### src/rtl/slk_pkg.sv
package slk_pkg;
  localparam logic [1:0] SEL_INT = 2'b10;
  localparam logic [1:0] SEL_EXT = 2'b01;

  typedef enum logic [1:0] {
    CAL_IDLE = 2'b00,
    CAL_ARM  = 2'b01,
    CAL_RUN  = 2'b10,
    CAL_DONE = 2'b11
  } cal_state_t;
endpackage

### src/rtl/slk_edge_sync.sv
module slk_edge_sync #(
  parameter int STAGES = 2
) (
  input  logic clk,
  input  logic rst_n,
  input  logic async_in,
  output logic rise
);
  logic [STAGES-1:0] sync_q;
  logic              last_q;

  always_ff @(posedge clk or negedge rst_n) begin
    if (!rst_n) begin
      sync_q <= '0;
      last_q <= 1'b0;
    end else begin
      sync_q <= {sync_q[STAGES-2:0], async_in};
      last_q <= sync_q[STAGES-1];
    end
  end

  assign rise = sync_q[STAGES-1] & ~last_q;

  AST_RISE_SPACED: assert property (@(posedge clk) disable iff (!rst_n)
    rise |=> !rise);
endmodule

### src/rtl/slk_divider.sv
module slk_divider #(
  parameter int DIV_W = 5
) (
  input  logic             clk,
  input  logic             rst_n,
  input  logic             run,
  input  logic             edge_in,
  input  logic [DIV_W-1:0] div_val,
  output logic             tick
);
  logic [DIV_W-1:0] cnt_q;
  logic [DIV_W:0]   limit;
  logic [DIV_W:0]   nxt;

  always_comb begin
    limit = (div_val == '0) ? {{DIV_W{1'b0}}, 1'b1} : {1'b0, div_val};
    nxt   = {1'b0, cnt_q} + {{DIV_W{1'b0}}, 1'b1};
  end

  always_ff @(posedge clk or negedge rst_n) begin
    if (!rst_n) begin
      cnt_q <= '0;
      tick  <= 1'b0;
    end else if (!run) begin
      cnt_q <= '0;
      tick  <= 1'b0;
    end else begin
      tick <= 1'b0;
      if (edge_in) begin
        if (nxt >= limit) begin
          cnt_q <= '0;
          tick  <= 1'b1;
        end else begin
          cnt_q <= nxt[DIV_W-1:0];
        end
      end
    end
  end

  AST_IDLE_NO_TICK: assert property (@(posedge clk) disable iff (!rst_n)
    !run |=> !tick);
  AST_TICK_PULSE: assert property (@(posedge clk) disable iff (!rst_n)
    tick |=> !tick);
endmodule

### src/rtl/slk_calibrator.sv
module slk_calibrator
  import slk_pkg::*;
#(
  parameter int CNT_W = 20,
  parameter int WIN   = 16
) (
  input  logic             clk,
  input  logic             rst_n,
  input  logic             start,
  input  logic             tick,
  output logic [CNT_W-1:0] count,
  output logic             ready
);
  localparam int WIN_W = (WIN > 1) ? $clog2(WIN) : 1;
  localparam logic [WIN_W-1:0] WIN_LAST = WIN_W'(WIN - 1);

  cal_state_t       state_q;
  logic [WIN_W-1:0] win_q;
  logic [CNT_W-1:0] cnt_inc;

  assign cnt_inc = (&count) ? count : count + {{(CNT_W-1){1'b0}}, 1'b1};

  always_ff @(posedge clk or negedge rst_n) begin
    if (!rst_n) begin
      state_q <= CAL_IDLE;
      win_q   <= '0;
      count   <= '0;
      ready   <= 1'b0;
    end else if (start) begin
      state_q <= CAL_ARM;
      win_q   <= '0;
      count   <= '0;
      ready   <= 1'b0;
    end else begin
      case (state_q)
        CAL_ARM: begin
          if (tick) begin
            state_q <= CAL_RUN;
            win_q   <= '0;
          end
        end
        CAL_RUN: begin
          count <= cnt_inc;
          if (tick) begin
            if (win_q == WIN_LAST) begin
              state_q <= CAL_DONE;
              ready   <= 1'b1;
            end else begin
              win_q <= win_q + {{(WIN_W-1){1'b0}}, 1'b1};
            end
          end
        end
        default: ;
      endcase
    end
  end

  AST_START_CLEARS: assert property (@(posedge clk) disable iff (!rst_n)
    start |=> (!ready && count == '0));
  AST_READY_HOLD: assert property (@(posedge clk) disable iff (!rst_n)
    (ready && !start) |=> (ready && $stable(count)));
  AST_NO_OVERFLOW: assert property (@(posedge clk) disable iff (!rst_n)
    ((&count) && !start) |=> (&count));
  AST_READY_AT_END: assert property (@(posedge clk) disable iff (!rst_n)
    $rose(ready) |-> $past(tick));
endmodule

### src/rtl/sleep_clock_cal.sv
module sleep_clock_cal
  import slk_pkg::*;
#(
  parameter int SYNC_STAGES = 2,
  parameter int DIV_W       = 5,
  parameter int CNT_W       = 20,
  parameter int CAL_WIN     = 16
) (
  input  logic             clk_main,
  input  logic             rst_n,
  input  logic             osc_int_i,
  input  logic             osc_ext_i,
  input  logic [1:0]       src_sel,
  input  logic             clk_stop,
  input  logic [DIV_W-1:0] div_val,
  input  logic             cal_start,
  output logic             slp_tick,
  output logic [CNT_W-1:0] cal_count,
  output logic             cal_ready
);
  localparam int N_SRC = 2;

  logic [N_SRC-1:0] src_raw;
  logic [N_SRC-1:0] src_rise;
  logic             sel_valid;
  logic             sel_rise;
  logic             run;

  assign src_raw = {osc_ext_i, osc_int_i};

  for (genvar g = 0; g < N_SRC; g++) begin : g_sync
    slk_edge_sync #(.STAGES(SYNC_STAGES)) u_sync (
      .clk      (clk_main),
      .rst_n    (rst_n),
      .async_in (src_raw[g]),
      .rise     (src_rise[g])
    );
  end

  always_comb begin
    case (src_sel)
      SEL_INT: begin sel_valid = 1'b1; sel_rise = src_rise[0]; end
      SEL_EXT: begin sel_valid = 1'b1; sel_rise = src_rise[1]; end
      default: begin sel_valid = 1'b0; sel_rise = 1'b0;        end
    endcase
  end

  assign run = sel_valid & ~clk_stop;

  slk_divider #(.DIV_W(DIV_W)) u_div (
    .clk     (clk_main),
    .rst_n   (rst_n),
    .run     (run),
    .edge_in (sel_rise),
    .div_val (div_val),
    .tick    (slp_tick)
  );

  slk_calibrator #(.CNT_W(CNT_W), .WIN(CAL_WIN)) u_cal (
    .clk   (clk_main),
    .rst_n (rst_n),
    .start (cal_start),
    .tick  (slp_tick),
    .count (cal_count),
    .ready (cal_ready)
  );

  AST_STOP_SILENT: assert property (@(posedge clk_main) disable iff (!rst_n)
    clk_stop |=> !slp_tick);
  AST_BAD_SEL_SILENT: assert property (@(posedge clk_main) disable iff (!rst_n)
    (src_sel == 2'b00 || src_sel == 2'b11) |=> !slp_tick);
endmodule

### config.mk
export PLATFORM = sky130hd
export DESIGN_NAME = sleep_clock_cal
export DESIGN_NICKNAME = d
export VERILOG_FILES = /design/src/rtl/slk_pkg.sv /design/src/rtl/slk_edge_sync.sv /design/src/rtl/slk_divider.sv /design/src/rtl/slk_calibrator.sv /design/src/rtl/sleep_clock_cal.sv
export SDC_FILE = /design/constraint.sdc
export NUM_CORES = 1
export LEC_CHECK = 0
export ABC_CLOCK_PERIOD_IN_PS = 2500
export BUFFER_PORTS_ARGS = -buffer_cell sky130_fd_sc_hd__buf_2
export CORE_UTILIZATION = 28
export CTS_CLUSTER_SIZE = 40
export DETAILED_ROUTE_END_ITERATION = 10
export PLACE_DENSITY_LB_ADDON = 0.12
export SYNTH_ARGS = -nofsm -noshare
export SYNTH_HDL_FRONTEND = slang
export SYNTH_HIERARCHICAL = 1
export SYNTH_SLANG_ARGS = --single-unit
### constraint.sdc
create_clock -name clk_main -period 2.5 [get_ports clk_main]
set_input_delay 0.25 -clock clk_main [delete_from_list [all_inputs] [get_ports clk_main]]
set_output_delay 0.25 -clock clk_main [all_outputs]
set_load 0.02 [all_outputs]
==> flow_metrics.py <==
metrics = {
    "run_status": {
        "status": "finished clean",
    },
    "sta": {
        "slew_headroom_pct": 40.52,
        "setup_violations": 0,
        "rsz0062_at_grt": "no",
        "period_share_pct": 88.19,
        "fin_setup_tns_ns": 0,
        "fmax_mhz": 453.6,
        "hold_viol_final": 0,
        "clock_skew_ns": 0.01007,
        "slew_viol_final": 0,
        "fin_crit_ns": 2.205,
        "tightest_slew_ns": 0.8922,
    },
    "grt": {
        "grt_pass1_wl_microns": 8618,
        "gr-total-overflow": 0,
        "grt_pass1_vias": 1766,
        "grt.total_usage_pct": 12.93,
        "antenna_found_initial": 0,
        "grt_max_degree": 40,
    },
    "power": {
        "pwr-share-clk_pct": 47.8,
        "ir_worst_vdd_uv": 273.4,
        "p_int_uw": 1054,
        "p_sw_uw": 281.8,
        "sw_frac_of_total_pct": 21.09,
        "pwr-share-comb_pct": 4.4,
        "cellPowerDensity_nw_per_um2": 502.3,
        "finalPower_uw": 1336,
        "p_leak_uw": 0.001215,
        "pwr-share-seq_pct": 47.8,
    },
    "logic_synthesis": {
        "netlist_instances": 232,
        "synth_nets": 255,
        "yosys_warnings": 6,
        "seq_area_frac_synth_pct": 44.12,
        "netlist_area_sq_um": 2212,
        "synth_cell_types": 46,
        "ys_seq_elements": 39,
        "avgSynthCellArea_sq_um": 9.535,
    },
    "drt": {
        "drtIter0Drc": 67,
        "via_count": 1839,
        "vias_per_cell": 4.904,
        "drcViolationCount": 0,
        "antenna_left": 0,
        "drt_wl_total_microns": 4969,
        "wire_per_inst_microns": 13.25,
        "drt-pass1-iter-count": 4,
    },
    "clock_network": {
        "clock-sinks": 39,
        "postCtsSetupBuffers": 0,
        "numCtsBuffers": 5,
        "insertion_delay_ns": 0.30,
        "post_cts_resize_count": 0,
        "clk_pin_slew_worst_paths_ns": 0.08,
        "cts_htree_levels": 2,
        "cts.path.max_buffers": 2,
        "cts_tree": "yes",
        "cts_root_buf": "clkbuf_8",
        "postCtsHoldBufs": 0,
    },
    "finish": {
        "diodes": 0,
        "nNetsFinal": 295,
        "synthToLayoutAreaGrowth_pct": 20.25,
        "fillers": 845,
        "design_area_sq_um": 2660,
        "drive_above_1_share_pct": 23.44,
    },
    "worst_setup_path": {
        "cpPeakStageDelay_ns": 0.69,
        "cp_max_fo": 9,
        "crit_path_end_kind": "flop",
        "path_cells": "nand4_2, or4_1, nor4_1, mux2_2",
        "slowest_stage": "or4_1",
        "start_kind": "flop",
        "cp.required_ns": 2.69,
        "crit_arrival_ns": 2.39,
        "crit_type": "reg -> reg",
    },
    "floorplan": {
        "die_y_microns": 90.89,
        "coreArea_sq_um": 7687,
        "dieArea_sq_um": 8260,
        "ios": 35,
        "row_count": 32,
        "initial_core_util_pct": 28.78,
        "fp.dieW_microns": 90.89,
    },
    "placed_design": {
        "port_buffers": 34,
        "gp_congestion": 0.7963,
        "place_area_sq_um": 2524,
        "dp_hpwl_microns": 3540,
    },
    "min_path": {
        "hp-class": "in -> reg",
    },
    "flow_run": {
        "cap_violations": 0,
    },
}
[cell usage after synthesis (all sizes together)]
master	n	area, sq um
o21ai	8	40.04
nand3	11	55.05
xor2	1	8.760
o41ai	1	8.760
nor2b	13	96.35
and3	4	25.02
a31oi	1	6.260
nor4	7	43.79
a21o	1	7.510
and4	1	8.760
nor2	22	82.58
and2	3	18.77
o21bai	1	7.510
a41o	1	10.01
ha	10	125.1
nand3b	1	7.510
clkbuf	5	18.77
nand2b	8	50.05
o31ai	5	37.54
a32o	3	30.03
mux2i	1	10.01
a22oi	1	7.510
or4	7	53.80
dfrtp	39	975.9
o211ai	1	12.51
inv	12	45.04
nand4	6	43.79
xnor2	2	17.52
mux2	10	112.6
and3b	1	8.760
nand2	14	52.55
o22ai	1	6.260
nor3	5	25.02
or4b	1	10.01
a311oi	1	8.760
a2111oi	1	8.760
or3	4	26.28
buf	1	5.000
a21oi	15	78.83
a211oi	2	15.01
[state kept, by name (all words and copies together), names as in the netlist]
signal and count:
u_div/cnt_q 5, u_cal/ready 1, u_cal/count 20, u_cal/state_q 2, u_div/tick 1, u_cal/win_q 4
g_sync.u_sync/last_q 2, g_sync.u_sync/sync_q 4
[worst max-delay path: cells and delay by family (launching register included)]
kind,cells,cell delay (ns)
simple gates,3,1.26
flops,1,0.46
mux,1,0.38
[placed cells by master (no fill, tap or decap), drive strengths merged, types with 5 or more instances in the layout]
master / count
nand4: 6
nand3: 11
nand2b: 8
nor3: 5
clkbuf: 5
mux2: 10
inv: 12
buf: 39
o31ai: 5
nand2: 14
dfrtp: 39
or4: 7
nor4: 7
nor2: 22
ha: 10
nor2b: 13
o21ai: 8
a21oi: 15
[layout make-up]
class / instances / area [sq um] / area share, %
inverter: 12 / 45.04 / 1.693
sequential: 39 / 975.9 / 36.69
multi-input combinational: 175 / 1167 / 43.89
clock buffer: 5 / 68.82 / 2.587
clock inverter: 3 / 67.56 / 2.540
timing repair buffer: 39 / 207.7 / 7.808
tap: 102 / 127.6 / 4.798
[metal layers]
metal / GRT usage, % / vias up / share of wire, %
met4: 3.968 / 0 / 0.93
met5: 0 / - / 0
met3: 2.946 / 6 / 3.9
met1: 16.56 / 874 / 49
li1: - / 927 / -
met2: 21.59 / 32 / 46
[worst paths after layout]
path                       slack, ns                                  from                              endpoint  cells past startpoint
max in group asynchronous       1.86                                 rst_n            u_div/cnt_q[0]$_DFFE_PN0P_                      1
min reg2reg                     0.35  g_sync[0].u_sync/sync_q[0]$_DFF_PN0_  g_sync[0].u_sync/sync_q[1]$_DFF_PN0_                      0
max                             0.30            u_cal/count[9]$_DFFE_PN0P_           u_cal/count[19]$_DFFE_PN0P_                      4
min in group asynchronous       0.07                                 rst_n           u_cal/count[17]$_DFFE_PN0P_                      1
min                             0.05                             osc_int_i  g_sync[0].u_sync/sync_q[0]$_DFF_PN0_                      1
max reg2reg                     0.30            u_cal/count[9]$_DFFE_PN0P_           u_cal/count[19]$_DFFE_PN0P_                      4
[through the flow]
step / worst slack [ns] / std cells / utilization, % / hold WS (ns)
floorplan: 0.4432 / 232 / - / -0.04559
global placement: 0.2761 / 367 / 32.83 / 0.3330
detailed placement: 0.3107 / 367 / 32.83 / 0.3347
CTS: 0.2881 / 375 / 34.60 / 0.03962
global route: 0.1669 / 375 / 34.60 / 0.03249
finish: 0.2952 / 375 / 34.60 / 0.05152
[power by group through the flow]
stage                     Sequential [uW]  Combinational (uW)  Clock (uW)
final                                 639                59.0         639
after global routing                  639                69.9         687
after CTS                             639                62.0         661
after detailed placement              651                61.9           0
after global placement                651                61.1           0
after floorplan                       651                30.5           0
[cells by family after synthesis]
group                    count (synthesis)  synth area share (%)
buffers and inverters                   18                 3.111
multiplexers                            11                 5.543
flip-flops                              39                 44.12
AND/OR/NAND/NOR                        108                 27.49
adder cells (fa/ha/maj)                 10                 5.656
AO/OA/AOI/OAI                           43                 12.90
XOR/XNOR                                 3                 1.188
Power figures use the tool's default switching activity.
